$ cat config.mk
export PLATFORM = sky130hd
export DESIGN_NAME = countdown_timer
export DESIGN_NICKNAME = d
export VERILOG_FILES = /design/src/rtl/tmr_pkg.sv /design/src/rtl/tmr_prescale.sv /design/src/rtl/tmr_counter.sv /design/src/rtl/tmr_regs.sv /design/src/rtl/countdown_timer.sv
export SDC_FILE = /design/constraint.sdc
export NUM_CORES = 1
export LEC_CHECK = 0
export CAP_MARGIN = 20
export CORE_ASPECT_RATIO = 0.8
export CORE_MARGIN = 2
export CORE_UTILIZATION = 45
export CTS_CLUSTER_SIZE = 30
export DETAILED_ROUTE_END_ITERATION = 12
export PLACE_DENSITY = 0.66
export SETUP_SLACK_MARGIN = 0.15
export SYNTH_ARGS = -nofsm -noshare
export SYNTH_HDL_FRONTEND = slang
export SYNTH_SLANG_ARGS = --single-unit
$ cat constraint.sdc
create_clock -name clk -period 3.3 [get_ports clk]
set_input_delay 0.66 -clock clk [delete_from_list [all_inputs] [get_ports clk]]
set_output_delay 0.66 -clock clk [all_outputs]
set_load 0.02 [all_outputs]
$ cat src/rtl/tmr_pkg.sv
package tmr_pkg;

    typedef enum logic [1:0] {
        ST_STOP  = 2'd0,
        ST_COUNT = 2'd1,
        ST_HOLD  = 2'd2
    } run_state_e;

    typedef enum logic [2:0] {
        OFS_LOAD   = 3'd0,
        OFS_VALUE  = 3'd1,
        OFS_CTRL   = 3'd2,
        OFS_ICLR   = 3'd3,
        OFS_RAW    = 3'd4,
        OFS_MASKED = 3'd5,
        OFS_BGLOAD = 3'd6
    } reg_ofs_e;

    // Control word layout, bit 7 down to bit 0
    typedef struct packed {
        logic       enable;
        logic       periodic;
        logic       irq_en;
        logic       spare;
        logic [1:0] div_sel;
        logic       wide;
        logic       oneshot;
    } ctrl_t;

    localparam int CTRL_W = 8;
    localparam ctrl_t CTRL_RESET = ctrl_t'(8'h20);

endpackage

$ cat src/rtl/tmr_prescale.sv
module tmr_prescale #(
    parameter int DIV_MID = 16,
    parameter int DIV_HI  = 256
) (
    input  logic       clk,
    input  logic       rst_n,
    input  logic       tick_en,
    input  logic       run,
    input  logic       restart,
    input  logic [1:0] div_sel,
    output logic       step
);
    localparam int PRE_W = $clog2(DIV_HI);

    logic [PRE_W-1:0] pcnt_q;
    logic [PRE_W-1:0] last_v;

    always_comb begin
        unique case (div_sel)
            2'b01:   last_v = PRE_W'(DIV_MID - 1);
            2'b10:   last_v = PRE_W'(DIV_HI - 1);
            default: last_v = '0;
        endcase
    end

    assign step = run && tick_en && !restart && (pcnt_q == last_v);

    always_ff @(posedge clk) begin
        if (!rst_n) begin
            pcnt_q <= '0;
        end else if (restart || !run) begin
            pcnt_q <= '0;
        end else if (tick_en) begin
            pcnt_q <= (pcnt_q == last_v) ? '0 : pcnt_q + 1'b1;
        end
    end

    AST_NO_STEP_IDLE: assert property (@(posedge clk) disable iff (!rst_n)
        !run |-> !step);
    AST_RESTART_FULL: assert property (@(posedge clk) disable iff (!rst_n)
        ($past(restart) && (div_sel == 2'b01 || div_sel == 2'b10)) |-> !step);

endmodule

$ cat src/rtl/tmr_counter.sv
module tmr_counter
    import tmr_pkg::*;
#(
    parameter int DW = 32
) (
    input  logic          clk,
    input  logic          rst_n,
    input  logic          step,
    input  logic          load_wr,
    input  logic [DW-1:0] load_val,
    input  logic          ctrl_wr,
    input  logic          mode_en,
    input  logic          mode_oneshot,
    input  logic          mode_periodic,
    input  logic          mode_wide,
    input  logic          nxt_en,
    input  logic          nxt_oneshot,
    input  logic          nxt_wide,
    input  logic [DW-1:0] limit,
    output logic [DW-1:0] count,
    output logic          expire,
    output logic          running
);
    localparam int HALF = DW / 2;

    run_state_e    state_q, state_d;
    logic [DW-1:0] count_q;
    logic [DW-1:0] cur;
    logic [DW-1:0] reload_v;
    logic [DW-1:0] dec_v;
    logic          hit;

    function automatic logic [DW-1:0] fit(input logic [DW-1:0] v, input logic wide);
        return wide ? v : {{(DW-HALF){1'b0}}, v[HALF-1:0]};
    endfunction

    function automatic run_state_e pick(input logic en, input logic shot,
                                        input logic [DW-1:0] v);
        if (!en)
            return ST_STOP;
        else if (shot && v == '0)
            return ST_HOLD;
        else
            return ST_COUNT;
    endfunction

    assign cur = fit(count_q, mode_wide);
    assign hit = step && (state_q == ST_COUNT) && (cur <= DW'(1));

    always_comb begin
        if (mode_oneshot)
            reload_v = '0;
        else if (mode_periodic)
            reload_v = fit(limit, mode_wide);
        else
            reload_v = fit('1, mode_wide);
    end

    always_comb begin
        if (mode_wide)
            dec_v = count_q - 1'b1;
        else
            dec_v = {count_q[DW-1:HALF], count_q[HALF-1:0] - 1'b1};
    end

    // next-state logic
    always_comb begin
        state_d = state_q;
        if (load_wr) begin
            state_d = pick(mode_en, mode_oneshot, fit(load_val, mode_wide));
        end else if (ctrl_wr) begin
            state_d = pick(nxt_en, nxt_oneshot, fit(count_q, nxt_wide));
        end else begin
            unique case (state_q)
                ST_COUNT: if (hit && mode_oneshot) state_d = ST_HOLD;
                ST_STOP:  state_d = ST_STOP;
                ST_HOLD:  state_d = ST_HOLD;
                default:  state_d = ST_STOP;
            endcase
        end
    end

    // state register
    always_ff @(posedge clk) begin
        if (!rst_n)
            state_q <= ST_STOP;
        else
            state_q <= state_d;
    end

    // output / datapath register
    always_ff @(posedge clk) begin
        if (!rst_n)
            count_q <= '1;
        else if (load_wr)
            count_q <= load_val;
        else if (hit)
            count_q <= reload_v;
        else if (step && state_q == ST_COUNT)
            count_q <= dec_v;
    end

    assign count   = count_q;
    assign expire  = hit;
    assign running = (state_q == ST_COUNT);

    AST_LOAD_COUNT: assert property (@(posedge clk) disable iff (!rst_n)
        load_wr |=> count_q == $past(load_val));
    AST_STOP_STABLE: assert property (@(posedge clk) disable iff (!rst_n)
        (state_q == ST_STOP && !load_wr) |=> $stable(count_q));
    AST_STEP_DEC: assert property (@(posedge clk) disable iff (!rst_n)
        (step && !load_wr && state_q == ST_COUNT && cur > DW'(1))
        |=> count_q[HALF-1:0] == HALF'($past(count_q[HALF-1:0]) - 1'b1));
    AST_HOLD_ZERO: assert property (@(posedge clk) disable iff (!rst_n)
        (state_q == ST_HOLD) |-> cur == '0);
    AST_HOLD_QUIET: assert property (@(posedge clk) disable iff (!rst_n)
        (state_q == ST_HOLD) |-> !expire);

endmodule

$ cat src/rtl/tmr_regs.sv
module tmr_regs
    import tmr_pkg::*;
#(
    parameter int DW = 32
) (
    input  logic          clk,
    input  logic          rst_n,
    input  logic [2:0]    bus_addr,
    input  logic          bus_we,
    input  logic [DW-1:0] bus_wdata,
    input  logic [DW-1:0] count,
    input  logic          expire,
    output logic [DW-1:0] bus_rdata,
    output logic          irq,
    output ctrl_t         ctrl_q,
    output ctrl_t         ctrl_d,
    output logic          ctrl_wr,
    output logic          load_wr,
    output logic [DW-1:0] limit
);
    logic          bg_wr;
    logic          clr_wr;
    logic          raw_q;
    logic          masked;
    logic [DW-1:0] limit_q;

    assign load_wr = bus_we && (bus_addr == OFS_LOAD);
    assign ctrl_wr = bus_we && (bus_addr == OFS_CTRL);
    assign bg_wr   = bus_we && (bus_addr == OFS_BGLOAD);
    assign clr_wr  = bus_we && (bus_addr == OFS_ICLR);
    assign ctrl_d  = ctrl_t'(bus_wdata[CTRL_W-1:0]);

    always_ff @(posedge clk) begin
        if (!rst_n) begin
            ctrl_q  <= CTRL_RESET;
            limit_q <= '0;
        end else begin
            if (ctrl_wr)
                ctrl_q <= ctrl_d;
            if (load_wr || bg_wr)
                limit_q <= bus_wdata;
        end
    end

    always_ff @(posedge clk) begin
        if (!rst_n)
            raw_q <= 1'b0;
        else if (expire)
            raw_q <= 1'b1;
        else if (clr_wr)
            raw_q <= 1'b0;
    end

    assign masked = raw_q && ctrl_q.irq_en;
    assign irq    = masked;
    assign limit  = limit_q;

    always_comb begin
        case (bus_addr)
            OFS_LOAD, OFS_BGLOAD: bus_rdata = limit_q;
            OFS_VALUE:            bus_rdata = count;
            OFS_CTRL:             bus_rdata = {{(DW-CTRL_W){1'b0}}, ctrl_q};
            OFS_RAW:              bus_rdata = {{(DW-1){1'b0}}, raw_q};
            OFS_MASKED:           bus_rdata = {{(DW-1){1'b0}}, masked};
            default:              bus_rdata = '0;
        endcase
    end

    AST_EXPIRE_SETS: assert property (@(posedge clk) disable iff (!rst_n)
        expire |=> raw_q);
    AST_CLEAR_DROPS: assert property (@(posedge clk) disable iff (!rst_n)
        (clr_wr && !expire) |=> !raw_q);
    AST_BG_LIMIT: assert property (@(posedge clk) disable iff (!rst_n)
        bg_wr |=> limit_q == $past(bus_wdata));

endmodule

$ cat src/rtl/countdown_timer.sv
module countdown_timer
    import tmr_pkg::*;
#(
    parameter int DW      = 32,
    parameter int DIV_MID = 16,
    parameter int DIV_HI  = 256
) (
    input  logic          clk,
    input  logic          rst_n,
    input  logic          tick_en,
    input  logic [2:0]    bus_addr,
    input  logic          bus_we,
    input  logic [DW-1:0] bus_wdata,
    output logic [DW-1:0] bus_rdata,
    output logic          irq
);
    ctrl_t         ctrl_q, ctrl_d;
    logic          ctrl_wr, load_wr;
    logic [DW-1:0] limit, count;
    logic          expire, running, step;

    tmr_regs #(.DW(DW)) u_regs (
        .clk       (clk),
        .rst_n     (rst_n),
        .bus_addr  (bus_addr),
        .bus_we    (bus_we),
        .bus_wdata (bus_wdata),
        .count     (count),
        .expire    (expire),
        .bus_rdata (bus_rdata),
        .irq       (irq),
        .ctrl_q    (ctrl_q),
        .ctrl_d    (ctrl_d),
        .ctrl_wr   (ctrl_wr),
        .load_wr   (load_wr),
        .limit     (limit)
    );

    tmr_prescale #(.DIV_MID(DIV_MID), .DIV_HI(DIV_HI)) u_pre (
        .clk     (clk),
        .rst_n   (rst_n),
        .tick_en (tick_en),
        .run     (running),
        .restart (ctrl_wr || load_wr),
        .div_sel (ctrl_q.div_sel),
        .step    (step)
    );

    tmr_counter #(.DW(DW)) u_cnt (
        .clk           (clk),
        .rst_n         (rst_n),
        .step          (step),
        .load_wr       (load_wr),
        .load_val      (bus_wdata),
        .ctrl_wr       (ctrl_wr),
        .mode_en       (ctrl_q.enable),
        .mode_oneshot  (ctrl_q.oneshot),
        .mode_periodic (ctrl_q.periodic),
        .mode_wide     (ctrl_q.wide),
        .nxt_en        (ctrl_d.enable),
        .nxt_oneshot   (ctrl_d.oneshot),
        .nxt_wide      (ctrl_d.wide),
        .limit         (limit),
        .count         (count),
        .expire        (expire),
        .running       (running)
    );

    AST_IRQ_OFF_CTRL: assert property (@(posedge clk) disable iff (!rst_n)
        !ctrl_q.irq_en |-> !irq);

endmodule

# Word-level counts from Yosys, hierarchy flattened
# Cells that the tools add are included.
# totals
register_bits	83
input_bits	39
word_cells	81
# classes
n_reduce_logical	27
bitwise	1
n_lt_le_gt_ge	1
mux	24
eq_ne	12
n_addsub	3
# op_table
cell	n
$mux 32	11
$pmux 32 s5	1
$logic_not 32->1	2
$le 32x1->1 const B	1
$sub 32x1->32 const B	1
$pmux 8 s2	1
$sub 16x1->16 const B	1
$mux 2	7
$logic_and 1x1->1	13
$eq 3x3->1 const B	3
$add 8x1->8 const B	1
$eq 8x8->1	1
$mux 8	1
$eq 3x2->1 const B	2
$reduce_bool 3->1	2
$eq 2x1->1 const B	2
$eq 2x2->1 const B	2
$ne 4x3->1 const B	1
$pmux 2 s2	1
$reduce_or 2->1	2
$eq 3x1->1 const B	1
$logic_not 3->1	1
$logic_or 1x1->1	3
$logic_not 1->1	2
4 further kinds	5

# Logic depth before layout (Yosys ltp)
# Gate-level depths: netlist of run 1.
# logic_depth
depth_word	13
depth_mapped	9
mapped_depth_nobuf	8

# Hierarchy
# A second synthesis of run 1 with hierarchy kept.
# unflattened
cells_unflattened	702
area_unflattened_um2	5689.2
# modules_own_cells
module	seq_area_each_um2	instances	cells_per_inst	area_per_inst_um2
tmr_counter	680.7	1	410	3044.2
tmr_regs	820.8	1	244	2210.9
tmr_prescale	160.2	1	47	427.9
countdown_timer	0.0	1	1	6.3

# Least setup slack after synthesis of run 1
# Ideal clock, no wire load.
# synth_path
path_kind	input to output
from	in bus_addr[1]
to	out bus_rdata[11]
arrival_ps	2221
path_stages	6
path_slack_ps	419
n_path_buf	3
cell_sequence	clkbuf_1 > xnor2_1 > nor2b_1 > clkbuf_1 > clkbuf_1 > a22o_1
# synth_between
elab_chain_cells	3
word_cells_on_any_way	8
cone_classes	eq/ne: 5; mux: 1; reduce/logical: 2
# synth_rtl
element	line_no	rtl
start: declaration	countdown_timer.sv:11	input logic [2:0] bus_addr,
$eq 3x3->1 / $logic_not 3->1 (equally long branches)	tmr_regs.sv:59	case (bus_addr)
$reduce_or 2->1	tmr_regs.sv:59	
$pmux 32 s5 (*)	tmr_regs.sv:59	
end: declaration	countdown_timer.sv:14	output logic [DW-1:0] bus_rdata,
# Mark *: on every way between the ends. The rest lies on a longest branch, timed or not.

# Worst setup path in the final report of run 1
# layout_path
from	in bus_addr[2]
to	out bus_rdata[15]
# Same word-level chain as after synthesis.

==> results.txt, run 1 <==
The run gives 0.441 as the sequential cell fraction of total power. After synthesis, the largest family of logic cells by area is compound AO/OA/AOI/OAI gates. Clock tree synthesis inserted a total of 9 buffers.

Buffers placed on the I/O ports in this run total 71. The detailed router finished its first iteration with 466 violations. The tools report the first-pass iteration count of the detailed router as 5. The flow ran to the end, and the final reports show no timing, DRC or antenna violations.

The share of total power in combinational logic is 0.141, and the diode insertion count for antenna repair is 0. The synthesized netlist net count is 723. For the final database, setup skew stands at 0.00596 ns. The total global-route track usage is 0.276, and the portion of synthesized cell area occupied by the leading cell type is 0.322. The net switching share of the total power was 0.266; the vertical die dimension was 99.8 um. CTS built an H-tree with a depth of 3. The element type at the critical path start was a primary input.

Final worst-path cycle share: 0.907. The fraction of synthesis flops using an asynchronous set or reset pin came out at 0. The tools report the fraction of the yosys area taken by sequential cells as 0.322. Half-perimeter wire length after placement: 11,600 um. The minimum clock period is 2.99 ns, and the top-level port count is 72. The starting utilization of the core area was 0.469; the transition time at the pin with the least slew margin was 0.611 ns. The die is 124 um wide.

The xor/xnor share of the synthesized area is 0.0594. The path type of the worst setup path was primary input to primary output. During synthesis, Yosys emitted a total of 0 warnings.

The count of final hold-check violations is 0. The cell area that synthesis handed to floorplanning was 5160 sq um. The internal power summed over all cells is 1.80 mW, and the adder and majority gate portion of the synthesized area is 0.0145. Setup repair after global routing left no endpoint under its margin.

The logs give 0 for the DRC violation count after routing and 0 ns for the total negative setup slack. The post-route antenna net violation count came out at 0. Along the worst path, the maximum fanout reaches 26. Prior to clock tree synthesis, the placed netlist has a worst setup slack of 0.0726 ns. Among all cell types in the netlist, the one instantiated most often is sky130_fd_sc_hd__nand2_1.

In this run the core area contains 34 standard-cell rows. Using the TritonRoute via totals, the vias-per-cell ratio works out to 6.11. Multiplexer area fraction after synthesis: 0.0332. The final core area utilization came out at 0.582. For this run, the top clock speed supported by timing is 334 MHz. The path class of the lowest-slack min-delay path was register to register. Via count of the first global-routing pass: 5,297.

The tools report the worst setup slack after layout as 0.307 ns. TritonCTS built the clock tree. The relative area change from synthesis to final layout is 24.3%.

The clock transition at the register clock pins on the worst setup and hold paths after CTS was 0.06 ns; the final weighted congestion in routability-driven placement was 0.892. The run gives 653 uW as the power spent charging and discharging nets. The final-layout fill cell count came out at 1,056. The wire length of the first global-routing pass is 27,000 um. Of all cell types, the one taking the most synthesized area is sky130_fd_sc_hd__dfxtp_1.

Power density over cell area: 382 nW/um^2. At the later pin of the worst-skew pair, clock insertion delay measures 0.34 ns. Post-CTS timing repair inserted 0 buffers for setup. Final wirelength: 16,300 um. Global route total overflow: 0. The via total after detailed routing was 5,465. The commonest cells after synthesis are sky130_fd_sc_hd__nand2_1 (135), sky130_fd_sc_hd__dfxtp_1 (83), sky130_fd_sc_hd__a21oi_1 (60), sky130_fd_sc_hd__clkbuf_1 (44), sky130_fd_sc_hd__nor2_1 (36). STA classifies the critical path endpoint as a primary output. For this run, the leading register cell type out of synthesis is sky130_fd_sc_hd__dfxtp_1.

The worst max-slew margin expressed relative to the limit was 0.590; the required time of the critical path was 2.64 ns. The logs give 2.33 ns for the worst endpoint data arrival time and 0 for the total setup violations reported at the end of the flow. The clock drives 83 sinks. Dividing the detail-routed wire length by the instance count gives 18.2 um. The flip-flop and latch count after synthesis is 83, and the clock power share is 0.418.

After technology mapping, the gate count stands at 678. Entering global routing, the biggest net connects 27 pins. Area fraction in compound gates after synthesis: 0.263. The floorplan step defined a die boundary enclosing 12,400 sq um. The run gives 64 as the unique cell type count in the Yosys netlist. The initial antenna violation count is 0, and the worst hold slack after final layout is 0.470 ns. The number of flops mapped to enable cells by yosys was 0. The worst vdd rail ir drop was 360 uV; the average size of a mapped cell was 7.62 sq um. The clock passes through at most 2 buffers. The share of layout cells above drive strength 1 is 0.0905. Leakage power figure: 2.40 nW.

The tree is rooted in a sky130_fd_sc_hd__clkbuf_16. For this run, the post-layout net count is 791. The simple logic cell fraction of the synthesized area came out at 0.254. Number of buffers added to fix hold violations after cts: 0. The tool flagged a number of max-cap violations equal to 0. The final number of max-transition violations came out at 0. In the post-synthesis netlist, the biggest area contributors are sky130_fd_sc_hd__dfxtp_1 (32%), sky130_fd_sc_hd__nand2_1 (9.8%), sky130_fd_sc_hd__a21oi_1 (5.8%). The total area inside the core boundary comes to 11,000 sq um.
## placed cells by master, fill, tap and decap left out, types with 12 or more instances in the layout
cell type	synthesis	final
sky130_fd_sc_hd__dlygate4sd2_1	0	31
sky130_fd_sc_hd__nor2_1	36	35
sky130_fd_sc_hd__xor2_1	18	18
sky130_fd_sc_hd__xnor2_1	17	17
sky130_fd_sc_hd__nand3_1	19	19
sky130_fd_sc_hd__mux2i_1	16	16
sky130_fd_sc_hd__clkdlybuf4s50_1	0	39
sky130_fd_sc_hd__o21ai_0	27	27
sky130_fd_sc_hd__buf_4	0	36
sky130_fd_sc_hd__dfxtp_1	83	83
sky130_fd_sc_hd__a21oi_1	60	60
sky130_fd_sc_hd__nand2_1	135	135
sky130_fd_sc_hd__a22oi_1	17	17
sky130_fd_sc_hd__inv_1	20	20
sky130_fd_sc_hd__a22o_1	24	24
sky130_fd_sc_hd__nor4_1	12	12
## metrics by stage
| step | total power [mW] | std cells | cell area, sq um |
|---|---|---|---|
| 3_5_place_dp | 1.46 | 879 | 6160 |
| 5_1_grt | 2.54 | 895 | 6420 |
| 6_report | 2.45 | 895 | 6420 |
| 4_1_cts | 2.46 | 895 | 6410 |
| 2_1_floorplan | 1.28 | 678 | 5160 |
| 3_3_place_gp | 1.45 | 879 | 6160 |
## logic make-up after synthesis
logic type,Yosys count
muxes,17
AOI/OAI and AO/OA,197
xor gates and xnor gates,35
DFF,83
buffers and inverters,73
and+or+nand+nor,267
adders and majority gates,6
## cell type report
cell class              instances  area, sq um  area share
flip-flops and latches         83         1660       0.259
well taps                     144          180      0.0281
clock buffers                  12          246      0.0384
repair buffers                108          965       0.150
multi-input cells             522         3230       0.504
clock inverters                 4         50.0     0.00780
inverters                      22         82.6      0.0129
## critical path, stage by stage
cell and delay [ns]:
sky130_fd_sc_hd__clkdlybuf4s50_1 0.50, sky130_fd_sc_hd__xnor2_1 0.25, sky130_fd_sc_hd__nor2b_2 0.23, sky130_fd_sc_hd__buf_12 0.20
sky130_fd_sc_hd__a22o_1 0.15, sky130_fd_sc_hd__dlygate4sd2_1 0.34
## what timing repair did
action                                  CTS  global route
gates resized for setup                  31             1
endpoints found under the setup margin   31             1
pin swaps                                 0             0
hold endpoints to repair                  0             0
## metal layers
metal	global-route usage	routed length (um)
met5	0	0
met4	0.0970	401
met3	0.0472	1200
met2	0.434	7240
met1	0.381	7460
## power groups by stage
stage          Combinational [mW]  Sequential, mW  Clock (mW)
2_1_floorplan               0.194            1.09           0
4_1_cts                     0.342            1.08        1.04
3_5_place_dp                0.356            1.10           0
6_report                    0.345            1.08        1.02
5_1_grt                     0.372            1.09        1.08
3_3_place_gp                0.350            1.10           0
## registers in the layout, summed over array words and instances, names as in the netlist
register       flops
u_cnt.count       32
u_cnt.state_q      2
u_pre.pcnt_q       8
u_regs.ctrl_q      8
u_regs.limit      32
u_regs.raw_q       1
## worst paths after layout
check | start | endpoint | slack [ns] | depth (start not counted)
worst max-delay path | bus_addr[2] | bus_rdata[15] | 0.31 | 6
worst min register to register | u_regs.ctrl_q[4]$_SDFFE_PN0P_ | u_regs.ctrl_q[4]$_SDFFE_PN0P_ | 0.47 | 2
worst max register to register | u_cnt.count[26]$_SDFFE_PN1P_ | u_cnt.count[17]$_SDFFE_PN1P_ | 0.56 | 6
worst min-delay path | u_regs.ctrl_q[4]$_SDFFE_PN0P_ | u_regs.ctrl_q[4]$_SDFFE_PN0P_ | 0.47 | 2
Power figures use the tool's default switching activity.
==> run 2, diff against run 1 <==
Settings changed: CAP_MARGIN 20 to 40.
==> results of run 2 <==
The final DEF is identical to that of run 1; final timing and power are the same.
==> run 3, diff against run 2 <==
Settings changed: RECOVER_POWER set to 100.
==> run 3 against run 2 <==
  * Fmax fell by 2.2%
  * Clock-buffer cell count stayed put
  * Die area did not move
  * Largest power group unchanged
==> results.txt, run 3 (synthesis gave the netlist of run 1 again) <==
The count of final hold-check violations was 0; the wire length of the first global-routing pass was 27,000 um. For this block, the via count after detailed routing is 5,424. After detailed routing, the number of vias per cell comes to 6.06. Worst max-slew margin expressed relative to the limit: 0.538.

For the latest clock arrival within the worst-skew pair, the log shows 0.34 ns. The run gives 0.276 as the total global-route track usage. Highest-delay cell along the critical path: sky130_fd_sc_hd__clkdlybuf4s50_1. Final number of max-transition violations: 0.

Final weighted congestion in routability-driven placement: 0.892. In this run the horizontal extent of the chip is 124 um. The largest stage delay on the critical path is 0.49 ns, and the post-route antenna net violation count is 0. The leakage power figure came out at 2.36 nW. The clock power share was 0.418; the starting utilization of the core area was 0.469. The vertical die dimension was 99.8 um. Detailed placement finished with a half-perimeter wire length of 11,600 um.

TritonCTS built the clock tree. The share of layout cells above drive strength 1 was 0.0759. The most frequent standard cell in the layout excluding fill and tap cells is sky130_fd_sc_hd__nand2_1. The path class of the lowest-slack min-delay path is register to register. The total negative setup slack is 0 ns. Timing would allow up to 327 MHz. In this run the core area contains 34 standard-cell rows.

Across the VDD grid, the largest voltage drop is 361 uV. The clock skew after layout was 0.00592 ns. The run gives 0 as the total setup violations reported at the end of the flow. The total of buffers placed on input and output ports came out at 71.

Buffers inserted to repair hold after CTS numbered 0. For this block, the initial DRC count from the detailed router was 458. The run finished with clean final reports. The first detailed-routing pass took 5 iterations. After detailed routing, the number of remaining DRC violations is 0. The final layout contains 791 nets. The minimum clock period is 3.06 ns. Cell internal power was estimated by the tool at 1.79 mW. The placeable core region is 11,000 sq um, and the final worst-path cycle share is 0.927. The clock transition at the register clock pins on the worst setup and hold paths after CTS was 0.06 ns. For the largest buffer count on any clock path, the log shows 2. Across the run, the number of max-cap violations was 0. TritonCTS created 9 clock buffers. The initial antenna violation count is 0, and the net switching share of the total power is 0.266. The power density over cell area was 384 nW/um^2. The critical path is of the primary input to primary output type. Setup repair after global routing left no endpoint under its margin. In the layout the commonest cells are sky130_fd_sc_hd__nand2_1 (136), sky130_fd_sc_hd__dfxtp_1 (83), sky130_fd_sc_hd__a21oi_1 (60), sky130_fd_sc_hd__clkdlybuf4s50_1 (37), sky130_fd_sc_hd__nor2_1 (36).

Total clock sinks: 83. The run gives 0.443 as the sequential cell fraction of total power. The tools report the via count of the first global-routing pass as 5,297. In this run the count of I/O pins placed on the die edge is 72.

The die covers 12,400 sq um. The tools report the final wirelength as 16,300 um. The worst endpoint data arrival time is 2.40 ns.

Compared with the post-synthesis result, the final layout area differs by 23.3%. The total overflow left after global routing is 0. Data on the critical path is required at its endpoint by 2.64 ns. Power spent charging and discharging nets: 650 uW. The worst setup path is captured at a primary output. The tools report the final core area utilization as 0.578. Clock tree synthesis selected as its root buffer the cell sky130_fd_sc_hd__clkbuf_16. The largest driver fanout on the critical path works out to 14.

The share of total power in combinational logic was 0.139. In this run the number of H-tree levels came out at 3. The worst setup path is launched from a primary input. The average wire length per cell after detail routing came out at 18.2 um. Entering global routing, the biggest net connects 27 pins. Walking the worst path, the cells encountered are clkdlybuf4s50_1, nand2b_1, nor2_1, clkbuf_2, a22o_1, dlygate4sd2_1. For the pin with the worst max-slew slack, the measured transition is 0.691 ns. The number of antenna diodes in the final layout is 0.
## run 3: changes by cell type in the layout (fill, tap and decap cells not counted), moves of 2 or more
cell	change
sky130_fd_sc_hd__and2_0	+2
sky130_fd_sc_hd__and2_1	-2
sky130_fd_sc_hd__buf_4	-9
sky130_fd_sc_hd__clkbuf_1	+7
sky130_fd_sc_hd__clkbuf_2	+3
sky130_fd_sc_hd__clkdlybuf4s50_1	-2
sky130_fd_sc_hd__dlygate4sd3_1	+2
sky130_fd_sc_hd__nor2b_1	+2
sky130_fd_sc_hd__nor2b_2	-2
## run 3: critical path, delay by kind of cell
family | cells | cell delay, ns
simple gates | 2 | 0.35
compound gates | 1 | 0.21
buf+inv | 3 | 1.16
## run 3: layout make-up
type / instances / area (sq um)
Clock inverter: 4 / 50.0
Fill cell: 1073 / 4650
Clock buffer: 12 / 246
Sequential cell: 83 / 1660
Multi-Input combinational cell: 522 / 3220
Tap cell: 144 / 180
Inverter: 22 / 82.6
Timing Repair Buffer: 108 / 926
## run 3: metrics by stage
stage / setup slack (ns) / area (sq um) / cells / total power, mW / hold slack [ns]
3_3_place_gp: 0.114 / 6160 / 879 / 1.45 / 0.447
6_report: 0.240 / 6360 / 895 / 2.44 / 0.470
4_1_cts: 0.171 / 6410 / 895 / 2.46 / 0.463
3_5_place_dp: 0.0726 / 6160 / 879 / 1.46 / 0.454
5_1_grt: 0.108 / 6360 / 895 / 2.54 / 0.487
2_1_floorplan: 0.419 / 5160 / 678 / 1.28 / 0.437
## run 3: worst paths after layout
kind / from / to / slack, ns / cells past startpoint
min reg2reg: u_regs.ctrl_q[4]$_SDFFE_PN0P_ / u_regs.ctrl_q[4]$_SDFFE_PN0P_ / 0.47 / 2
max reg2reg: u_cnt.count[26]$_SDFFE_PN1P_ / u_cnt.count[12]$_SDFFE_PN1P_ / 0.36 / 7
max: bus_addr[2] / bus_rdata[15] / 0.24 / 6
min: u_regs.ctrl_q[4]$_SDFFE_PN0P_ / u_regs.ctrl_q[4]$_SDFFE_PN0P_ / 0.47 / 2
## run 3: power by group through the flow
stage | logic, mW | registers [mW] | clock network [mW]
after floorplan | 0.194 | 1.09 | 0
after global placement | 0.350 | 1.10 | 0
after detailed placement | 0.356 | 1.10 | 0
after CTS | 0.342 | 1.08 | 1.04
after global routing | 0.367 | 1.09 | 1.08
final | 0.340 | 1.08 | 1.02
## run 3: repair_timing
action	4_1_cts	5_1_grt
gates resized for setup	31	1
hold endpoints to repair	0	0
endpoints found under the setup margin	31	1
setup buffers	0	0
## run 3: routing by layer
layer / GRT usage / routed length, um / vias up
met5: 0 / 0 / -
met4: 0.0970 / 340 / 0
met3: 0.0472 / 1340 / 31
met2: 0.434 / 7260 / 238
met1: 0.381 / 7320 / 2566
li1: - / - / 2589
